===== src/rtl/sdvt_pkg.sv =====
package sdvt_pkg;

  // Strobes and state that the sequencer hands to the counting datapath
  typedef struct packed {
    logic pixEn;     // one master clock per pixel
    logic use625;    // geometry currently in force
    logic oddField;  // parity of the field being counted
  } sdvtStrobe_t;

endpackage


===== src/rtl/sdvt_ctrl.sv =====
module sdvt_ctrl
  import sdvt_pkg::*;
#(
  parameter int CLK_DIV   = 8,
  parameter bit RESET_STD = 1'b0
) (
  input  logic        clk,
  input  logic        rstN,
  input  logic        stdSel,
  input  logic        fieldEnd,
  output sdvtStrobe_t strb
);

  logic pixEn;
  logic oddField;
  logic use625;

  generate
    if (CLK_DIV > 1) begin : g_div
      localparam int DW = $clog2(CLK_DIV);
      localparam logic [DW-1:0] DIV_LAST = DW'(CLK_DIV - 1);
      logic [DW-1:0] divCnt;

      always_ff @(posedge clk or negedge rstN) begin
        if (!rstN) divCnt <= '0;
        else if (divCnt == DIV_LAST) divCnt <= '0;
        else divCnt <= divCnt + 1'b1;
      end

      assign pixEn = (divCnt == DIV_LAST);


      pix_enable_spacing_chk: assert property (@(posedge clk) disable iff (!rstN)
        pixEn |=> !pixEn);
    end else begin : g_nodiv
      assign pixEn = 1'b1;
    end
  endgenerate

  // Field parity flips on every field end; the standard is taken only when
  // the odd field (second of the frame) finishes.
  always_ff @(posedge clk or negedge rstN) begin
    if (!rstN) begin
      oddField <= 1'b0;
      use625   <= RESET_STD;
    end else if (fieldEnd) begin
      oddField <= !oddField;
      if (oddField) use625 <= stdSel;
    end
  end

  assign strb = '{pixEn: pixEn, use625: use625, oddField: oddField};


  field_toggle_chk: assert property (@(posedge clk) disable iff (!rstN)
    (oddField != $past(oddField)) |-> $past(fieldEnd && pixEn));


  std_frame_only_chk: assert property (@(posedge clk) disable iff (!rstN)
    (use625 != $past(use625)) |-> $past(fieldEnd && oddField));

endmodule


===== src/rtl/sdvt_path.sv =====
module sdvt_path
  import sdvt_pkg::*;
#(
  parameter int H_ACT    = 720,
  parameter int H_SYNC   = 64,
  parameter int H_BP     = 60,
  parameter int H_FP_525 = 14,
  parameter int H_FP_625 = 20,
  parameter int V_ACT_525 = 240,
  parameter int V_ACT_625 = 288,
  parameter int V_SYNC    = 3,
  parameter int V_BP_525  = 16,
  parameter int V_FP_525E = 3,
  parameter int V_FP_525O = 4,
  parameter int V_FP_625  = 2,
  parameter int V_BP_625E = 20,
  parameter int V_BP_625O = 19
) (
  input  logic        clk,
  input  logic        rstN,
  input  sdvtStrobe_t strb,
  output logic        fieldEnd,
  output logic        hsyncN,
  output logic        vsyncN,
  output logic        activeEn,
  output logic        fieldOdd
);

  localparam int H_FP_MAX = (H_FP_525 > H_FP_625) ? H_FP_525 : H_FP_625;
  localparam int H_TOT_MAX = H_ACT + H_FP_MAX + H_SYNC + H_BP;
  localparam int HW = $clog2(H_TOT_MAX + 1);

  localparam int V_ACT_MAX = (V_ACT_525 > V_ACT_625) ? V_ACT_525 : V_ACT_625;
  localparam int V_FP_MAX  = (V_FP_525O > V_FP_525E) ?
                             ((V_FP_525O > V_FP_625) ? V_FP_525O : V_FP_625) :
                             ((V_FP_525E > V_FP_625) ? V_FP_525E : V_FP_625);
  localparam int V_BP_MAX  = (V_BP_625E > V_BP_625O) ?
                             ((V_BP_625E > V_BP_525) ? V_BP_625E : V_BP_525) :
                             ((V_BP_625O > V_BP_525) ? V_BP_625O : V_BP_525);
  localparam int V_TOT_MAX = V_ACT_MAX + V_FP_MAX + V_SYNC + V_BP_MAX;
  localparam int VW = $clog2(V_TOT_MAX + 1);

  localparam logic [HW-1:0] HACT_W  = HW'(H_ACT);
  localparam logic [HW-1:0] HSYN_W  = HW'(H_SYNC);
  localparam logic [HW-1:0] HBP_W   = HW'(H_BP);
  localparam logic [HW-1:0] HFPA_W  = HW'(H_FP_525);
  localparam logic [HW-1:0] HFPB_W  = HW'(H_FP_625);
  localparam logic [VW-1:0] VACTA_W = VW'(V_ACT_525);
  localparam logic [VW-1:0] VACTB_W = VW'(V_ACT_625);
  localparam logic [VW-1:0] VSYN_W  = VW'(V_SYNC);
  localparam logic [VW-1:0] VBPA_W  = VW'(V_BP_525);
  localparam logic [VW-1:0] VFPAE_W = VW'(V_FP_525E);
  localparam logic [VW-1:0] VFPAO_W = VW'(V_FP_525O);
  localparam logic [VW-1:0] VFPB_W  = VW'(V_FP_625);
  localparam logic [VW-1:0] VBPBE_W = VW'(V_BP_625E);
  localparam logic [VW-1:0] VBPBO_W = VW'(V_BP_625O);

  logic [HW-1:0] hCnt, hFp, hSyncBeg, hSyncEnd, hTot;
  logic [VW-1:0] vCnt, vAct, vFp, vBp, vSyncBeg, vSyncEnd, vTot;
  logic lineLast, fieldLast;
  logic inHAct, inVAct, inHSync, inVSync;

  // Line geometry for the standard in force
  always_comb begin
    hFp      = strb.use625 ? HFPB_W : HFPA_W;
    hSyncBeg = HACT_W + hFp;
    hSyncEnd = hSyncBeg + HSYN_W;
    hTot     = hSyncEnd + HBP_W;
  end

  // Field geometry: porch length picked by standard and parity
  always_comb begin
    vAct     = strb.use625 ? VACTB_W : VACTA_W;
    vFp      = strb.use625 ? VFPB_W : (strb.oddField ? VFPAO_W : VFPAE_W);
    vBp      = strb.use625 ? (strb.oddField ? VBPBO_W : VBPBE_W) : VBPA_W;
    vSyncBeg = vAct + vFp;
    vSyncEnd = vSyncBeg + VSYN_W;
    vTot     = vSyncEnd + vBp;
  end

  assign lineLast  = (hCnt == hTot - 1'b1);
  assign fieldLast = (vCnt == vTot - 1'b1);
  assign fieldEnd  = strb.pixEn && lineLast && fieldLast;

  always_ff @(posedge clk or negedge rstN) begin
    if (!rstN) begin
      hCnt <= '0;
      vCnt <= '0;
    end else if (strb.pixEn) begin
      if (lineLast) begin
        hCnt <= '0;
        vCnt <= fieldLast ? '0 : vCnt + 1'b1;
      end else begin
        hCnt <= hCnt + 1'b1;
      end
    end
  end

  assign inHAct  = (hCnt < HACT_W);
  assign inVAct  = (vCnt < vAct);
  assign inHSync = (hCnt >= hSyncBeg) && (hCnt < hSyncEnd);
  assign inVSync = (vCnt >= vSyncBeg) && (vCnt < vSyncEnd);

  // Registered outputs, free of decode glitches
  always_ff @(posedge clk or negedge rstN) begin
    if (!rstN) begin
      hsyncN   <= 1'b1;
      vsyncN   <= 1'b1;
      activeEn <= 1'b0;
      fieldOdd <= 1'b0;
    end else begin
      hsyncN   <= !inHSync;
      vsyncN   <= !inVSync;
      activeEn <= inHAct && inVAct;
      fieldOdd <= strb.oddField;
    end
  end


  hcnt_bound_chk: assert property (@(posedge clk) disable iff (!rstN)
    hCnt < hTot);


  vcnt_bound_chk: assert property (@(posedge clk) disable iff (!rstN)
    vCnt < vTot);


  vsync_line_align_chk: assert property (@(posedge clk) disable iff (!rstN)
    (vsyncN != $past(vsyncN)) |-> ($past(hCnt) == '0));


  active_sync_excl_chk: assert property (@(posedge clk) disable iff (!rstN)
    activeEn |-> (hsyncN && vsyncN));

endmodule


===== src/rtl/sd_raster_timing.sv =====
module sd_raster_timing
  import sdvt_pkg::*;
#(
  parameter int CLK_DIV   = 8,
  parameter bit RESET_STD = 1'b0,
  parameter int H_ACT    = 720,
  parameter int H_SYNC   = 64,
  parameter int H_BP     = 60,
  parameter int H_FP_525 = 14,
  parameter int H_FP_625 = 20,
  parameter int V_ACT_525 = 240,
  parameter int V_ACT_625 = 288,
  parameter int V_SYNC    = 3,
  parameter int V_BP_525  = 16,
  parameter int V_FP_525E = 3,
  parameter int V_FP_525O = 4,
  parameter int V_FP_625  = 2,
  parameter int V_BP_625E = 20,
  parameter int V_BP_625O = 19
) (
  input  logic clk,
  input  logic rstN,
  input  logic stdSel,
  output logic hsyncN,
  output logic vsyncN,
  output logic activeEn,
  output logic fieldOdd
);

  sdvtStrobe_t strb;
  logic fieldEnd;

  sdvt_ctrl #(
    .CLK_DIV  (CLK_DIV),
    .RESET_STD(RESET_STD)
  ) ctrl_i (
    .clk     (clk),
    .rstN    (rstN),
    .stdSel  (stdSel),
    .fieldEnd(fieldEnd),
    .strb    (strb)
  );

  sdvt_path #(
    .H_ACT    (H_ACT),
    .H_SYNC   (H_SYNC),
    .H_BP     (H_BP),
    .H_FP_525 (H_FP_525),
    .H_FP_625 (H_FP_625),
    .V_ACT_525(V_ACT_525),
    .V_ACT_625(V_ACT_625),
    .V_SYNC   (V_SYNC),
    .V_BP_525 (V_BP_525),
    .V_FP_525E(V_FP_525E),
    .V_FP_525O(V_FP_525O),
    .V_FP_625 (V_FP_625),
    .V_BP_625E(V_BP_625E),
    .V_BP_625O(V_BP_625O)
  ) path_i (
    .clk     (clk),
    .rstN    (rstN),
    .strb    (strb),
    .fieldEnd(fieldEnd),
    .hsyncN  (hsyncN),
    .vsyncN  (vsyncN),
    .activeEn(activeEn),
    .fieldOdd(fieldOdd)
  );

endmodule


===== config.mk =====
export PLATFORM = sky130hd
export DESIGN_NAME = sd_raster_timing
export DESIGN_NICKNAME = d
export VERILOG_FILES = /design/src/rtl/sdvt_pkg.sv /design/src/rtl/sdvt_ctrl.sv /design/src/rtl/sdvt_path.sv /design/src/rtl/sd_raster_timing.sv
export SDC_FILE = /design/constraint.sdc
export NUM_CORES = 1
export LEC_CHECK = 0
export ABC_AREA = 1
export BUFFER_PORTS_ARGS = -buffer_cell sky130_fd_sc_hd__buf_2
export CORE_MARGIN = 2
export CORE_UTILIZATION = 40
export DETAILED_ROUTE_END_ITERATION = 8
export PLACE_DENSITY = 0.6
export SYNTH_ARGS = -nofsm -noshare
export SYNTH_HDL_FRONTEND = slang
export SYNTH_SLANG_ARGS = --single-unit

===== constraint.sdc =====
create_clock -name clk -period 2.1 [get_ports clk]
set_input_delay 0.105 -clock clk [delete_from_list [all_inputs] [get_ports clk]]
set_output_delay 0.105 -clock clk [all_outputs]
set_load 0.005 [all_outputs]

Yosys cells after proc, flatten, opt, wreduce, memory -nomap -nowiden --
Index checks and enable logic that the tools add are counted.
Cells by class: $add $sub $neg 11, $mul 0, div/mod/pow operators 0, magnitude comparators 6, equality and inequality tests 3, shift operators 0, multiplexer cells 9, bitwise logic cells 0, reductions and logical operators 10
Operator list (count):
- $mux 9 | 4
- $add 9x9->9 | 2
- $lt 9x9->1 | 2
- $add 10x1->10 const B | 1
- $add 10x10->10 const A | 1
- $add 10x6->10 const B | 1
- $add 10x7->10 const B | 1
- $eq 10x10->1 | 1
- $ge 10x10->1 | 1
- $lt 10x10->1 | 1
- $lt 10x10->1 const B | 1
- $mux 10 | 1
- $sub 10x1->10 const B | 1
- $add 9x1->9 const B | 1
- $add 9x2->9 const B | 1
- $eq 9x9->1 | 1
- $ge 9x9->1 | 1
- $mux 3 | 3
- $sub 9x1->9 const B | 1
- $logic_and 1x1->1 | 5
- $mux 5 | 1
- $reduce_and 2->1 | 2
- $add 3x1->3 const B | 1
- $eq 3x3->1 const B | 1
- $logic_not 1->1 | 3
Word-level totals: register bits after elaboration 28, latch bits 0, memory bits (writable) 0, memory bits (read-only) 0, input bits 3, logic and storage cells 48, memories 0

Depth between registers and ports, before layout --
depth in word-level cells 9, depth in mapped cells 14, depth with buffers taken out 14

Cells and area by module --
Synthesis repeated with hierarchy kept, for this count alone.
Second synthesis, totals: cells, all modules 295, area total of the unflattened synthesis 2204.6 µm²
By module, submodules not included:
- sdvt_path | times used 1, cells each 275, area an instance 1990.7 µm²
- sdvt_ctrl | times used 1, cells each 20, area an instance 214.0 µm²

Worst setup path after synthesis --
OpenSTA, ideal clock, no wires.
path kind reg-to-reg, from register ctrl_i.use625, to register path_i.vCnt[6], data arrival time 1.854 ns, required time 1.984 ns, path slack 0.129 ns, cell stages (with the launch flop) 15, path buffers 0, clock period less this slack 1.971 ns, cells stage by stage dfrtp_1 > inv_2 > ha_1 > nand2_1 > ha_1 > nor2_1 > nand2_1 > inv_1 > nand2_1 > nand2_1 > nand2_1 > nor2_1 > nor2_1 > nand2_1 > nand2_1
Between the ends: cells in the longest elaborated chain, start to end 7, elaborated cells between the ends (all ways) 16, classes of those cells add/sub: 8; eq/ne: 2; mux: 5; reduce/logical: 1
Ends and longest elaborated chain:
- start: declaration | line sdvt_ctrl.sv:16 | logic use625;
- start signal: assignment | line sdvt_ctrl.sv:48 | if (oddField) use625 <= stdSel;
- $mux 5, or another cell as far along | line sdvt_path.sv:65 | hFp = strb.use625 ? HFPB_W : HFPA_W;
- $add 10x10->10 / $add 9x9->9 (equally long branches) | line sdvt_path.sv:66, sdvt_path.sv:76
- $add 10x7->10 / $add 9x2->9 (equally long branches) | line sdvt_path.sv:67, sdvt_path.sv:77
- $add 10x6->10 / $add 9x9->9 (equally long branches) | line sdvt_path.sv:68, sdvt_path.sv:78
- $sub 10x1->10 / $sub 9x1->9 (equally long branches) | line sdvt_path.sv:81, sdvt_path.sv:82
- $eq 10x10->1 / $eq 9x9->1 (equally long branches) | line sdvt_path.sv:81, sdvt_path.sv:82
- $reduce_and 2->1 (no line) / $mux 9 (equally long branches)
- end signal: assignment | line sdvt_path.sv:92 | vCnt <= fieldLast ? '0 : vCnt + 1'b1;
- end: declaration | line sdvt_path.sv:59 | logic [VW-1:0] vCnt, vAct, vFp, vBp, vSyncBeg, vSyncEnd, vTot;
Several ways; a longest one is shown, not always the timed one. A chain may end at the register's enable or synchronous reset.

Worst setup path in the final report --
from register ctrl_i.use625, to register path_i.vCnt[2]
Same word-level chain as after synthesis.

==> impl_metrics.env <==
export IMPL_worst_pin_slew_ns=0.611
export IMPL_pin_count=7
export IMPL_clk_path_buf_depth=2
export IMPL_grt_pass1_vias=1618
export IMPL_seq_area_frac_synth_pct=33.9
export IMPL_slew_headroom_pct=59.3
export IMPL_finalNetCount=326
export IMPL_multi_input_area_um2=1210
export IMPL_syn_inst=279
export IMPL_synth_edf_count=0
export IMPL_wl_per_cell_um=12.1
export IMPL_path_clk_slew_ns=0.10
export IMPL_core_um2=5040
export IMPL_cellLeakagePower_nw=1.19
export IMPL_synth_top_family_by_area="simple AND/OR/NAND/NOR gates"
export IMPL_grt_max_degree=29
export IMPL_cp_start_kind="flip-flop"
export IMPL_hold_viol=0
export IMPL_numCtsBuffers=3
export IMPL_antennaDiodeCount=0
export IMPL_setup_tns_ns=0
export IMPL_hold_path_cell_count=3
export IMPL_crit_fanout=12
export IMPL_syn_nets=308
export IMPL_min_period_ns=1.92
export IMPL_status="completed"
export IMPL_synth_main_ff_cell="dfrtp_1"
export IMPL_die_height_um=76.0
export IMPL_synth_xor_area_share_pct=3.38
export IMPL_synth_simple_area_share_pct=32.0
export IMPL_muxShareOfSynthArea_pct=0
export IMPL_avgSynthCellArea_um2=7.43
export IMPL_ant_nets=0
export IMPL_worstPathRequired_ns=2.29
export IMPL_maxSlewViolCount=0
export IMPL_worstSetupPathType="flip-flop to flip-flop"
export IMPL_syn_to_final_growth_pct=12.6
export IMPL_seq_area_um2=703
export IMPL_max_vdd_ir_drop_mv=0.255
export IMPL_clockRootBuffer="clkbuf_8"
export IMPL_synth_cell_types=29
export IMPL_netlist_area_um2=2070
export IMPL_final_common_cell="nand2_1"
export IMPL_layout_common_cells="71 x nand2_1, 35 x inv_1, 27 x nand3_1"
export IMPL_rsz0062_at_grt="no"
export IMPL_gr_total_overflow=0
export IMPL_p_per_area_nw_per_um2=423
export IMPL_wl_um=4410
export IMPL_ys_ff_latch=28
export IMPL_dieArea_um2=5770
export IMPL_synth_compound_area_share_pct=6.22
export IMPL_total_power_mw=0.987
export IMPL_antenna_found_initial=0
export IMPL_clock_latency_ns=0.28
export IMPL_rr_startpoint="ctrl_i.use625"
export IMPL_setup_violations=0
export IMPL_die_w_um=76.0
export IMPL_portBuffers=6
export IMPL_endpoint="path_i.vCnt[2]"
export IMPL_dp_hpwl_um=3480
export IMPL_r2r_end="path_i.vCnt[2]"
export IMPL_htreeDepth=1
export IMPL_ff2ff_path_depth=8
export IMPL_clock_sinks=28
export IMPL_fillers=527
export IMPL_cap_violations=0
export IMPL_crit_start="ctrl_i.use625"
export IMPL_async_flop_share_pct=100
export IMPL_grt_pass1_wl_um=7800
export IMPL_hold_class="input pin to flip-flop"
export IMPL_skew_ns=0.00559
export IMPL_worstHoldStart="stdSel"
export IMPL_ys_warn_count=0
export IMPL_cts_tree="built"
export IMPL_rrSetupSlack_ns=0.18
export IMPL_synth_adder_area_share_pct=15.7
export IMPL_timing_fmax_mhz=521
export IMPL_start_util_pct=41.1
export IMPL_drc=0
export IMPL_vias_per_cell=4.92
export IMPL_drive_gt1_share_pct=12.5
export IMPL_period_share_pct=91.4
export IMPL_crit_arrival_ns=2.11
export IMPL_rows=26
export IMPL_endpoint_kind="flip-flop"
export IMPL_drt_iter0_drc=129
export IMPL_grt_usage_pct=16.3
export IMPL_firstDrtPassIters=4
export IMPL_gp_congestion=0.816
export IMPL_vias=1801
-- report_power, final --
group | switching [mW] | internal (mW)
combinational | 0.0146 | 0.00456
clock | 0.174 | 0.255
sequential | 0 | 0.539
-- worst max-delay path, cell delays in order, from the launching register on --
cell     delay [ns]
dfrtp_1        0.44
inv_4          0.09
ha_1           0.34
or2_0          0.24
nor2_2         0.14
nand3_2        0.11
nor2_4         0.26
nand3_1        0.11
o21ai_0        0.10
-- synthesized netlist by cell type (2+ instances only) --
library cell	n	area, um2
a21oi_1	6	30.0
dfrtp_1	26	651
dfstp_2	2	52.6
ha_1	26	325
inv_1	36	135
inv_2	5	18.8
nand2_1	72	270
nand3_1	27	135
nand3_2	2	20.0
nand4_1	9	56.3
nor2_1	27	101
nor2_2	2	12.5
nor3_1	3	15.0
o211ai_1	3	22.5
o21ai_0	12	60.1
or2_0	2	12.5
xor2_1	7	61.3
-- area by class of cell --
class	count	share of cell area [%]
Clock buffer	3	1.77
Clock inverter	1	1.29
Inverter	41	6.71
Multi-Input combinational cell	207	51.7
Sequential cell	28	30.2
Tap cell	70	3.76
Timing Repair Buffer	16	4.61
-- stage by stage --
stage               hold slack, ns  instance area [um2]  instances  worst slack, ns  util (%)
finish                       0.100                 2330        366            0.180      46.3
global route                 0.101                 2330        366          0.00886      46.3
CTS                         0.0986                 2290        363           0.0918      45.5
detailed placement           0.161                 2210        358            0.117      43.8
global placement             0.160                 2210        358            0.152      43.8
floorplan                   -0.191                 2070        279            0.129         -
-- per-layer routing --
metal	vias up	part of all wire (%)	GRT usage, %
met5	-	0	0
met3	2	4.2	2.01
met2	30	44	24.8
li1	931	-	-
met1	838	51	24.9
met4	0	0.45	3.45
-- sequential cells by signal, indices dropped and copies added, names as in the netlist --
name	cells
ctrl_i.use625	1
path_i.fieldOdd	1
ctrl_i.g_div.divCnt	3
ctrl_i.oddField	1
path_i.vsyncN	1
path_i.activeEn	1
path_i.hsyncN	1
path_i.vCnt	9
path_i.hCnt	10
-- repair_timing --
item,CTS,global route
setup buffers,0,3
resized for setup,0,7
hold endpoints to repair,26,0
endpoints found under the setup margin,0,11
hold buffers,1,0
-- worst min path at each step --
stage	slack [ns]	end
global route	0.10	ctrl_i.use625
detailed placement	0.16	path_i.hCnt[8]
CTS	0.1	ctrl_i.use625
floorplan	-0.19	ctrl_i.g_div.divCnt[0]
finish	0.10	ctrl_i.use625
global placement	0.16	path_i.hCnt[8]
-- logic make-up after synthesis --
logic type      Yosys count
fa+ha+maj                26
buf+inv                  44
xor+xnor                  8
simple gates            149
flops                    28
other cells               1
compound gates           23
Power figures use the tool's default switching activity.
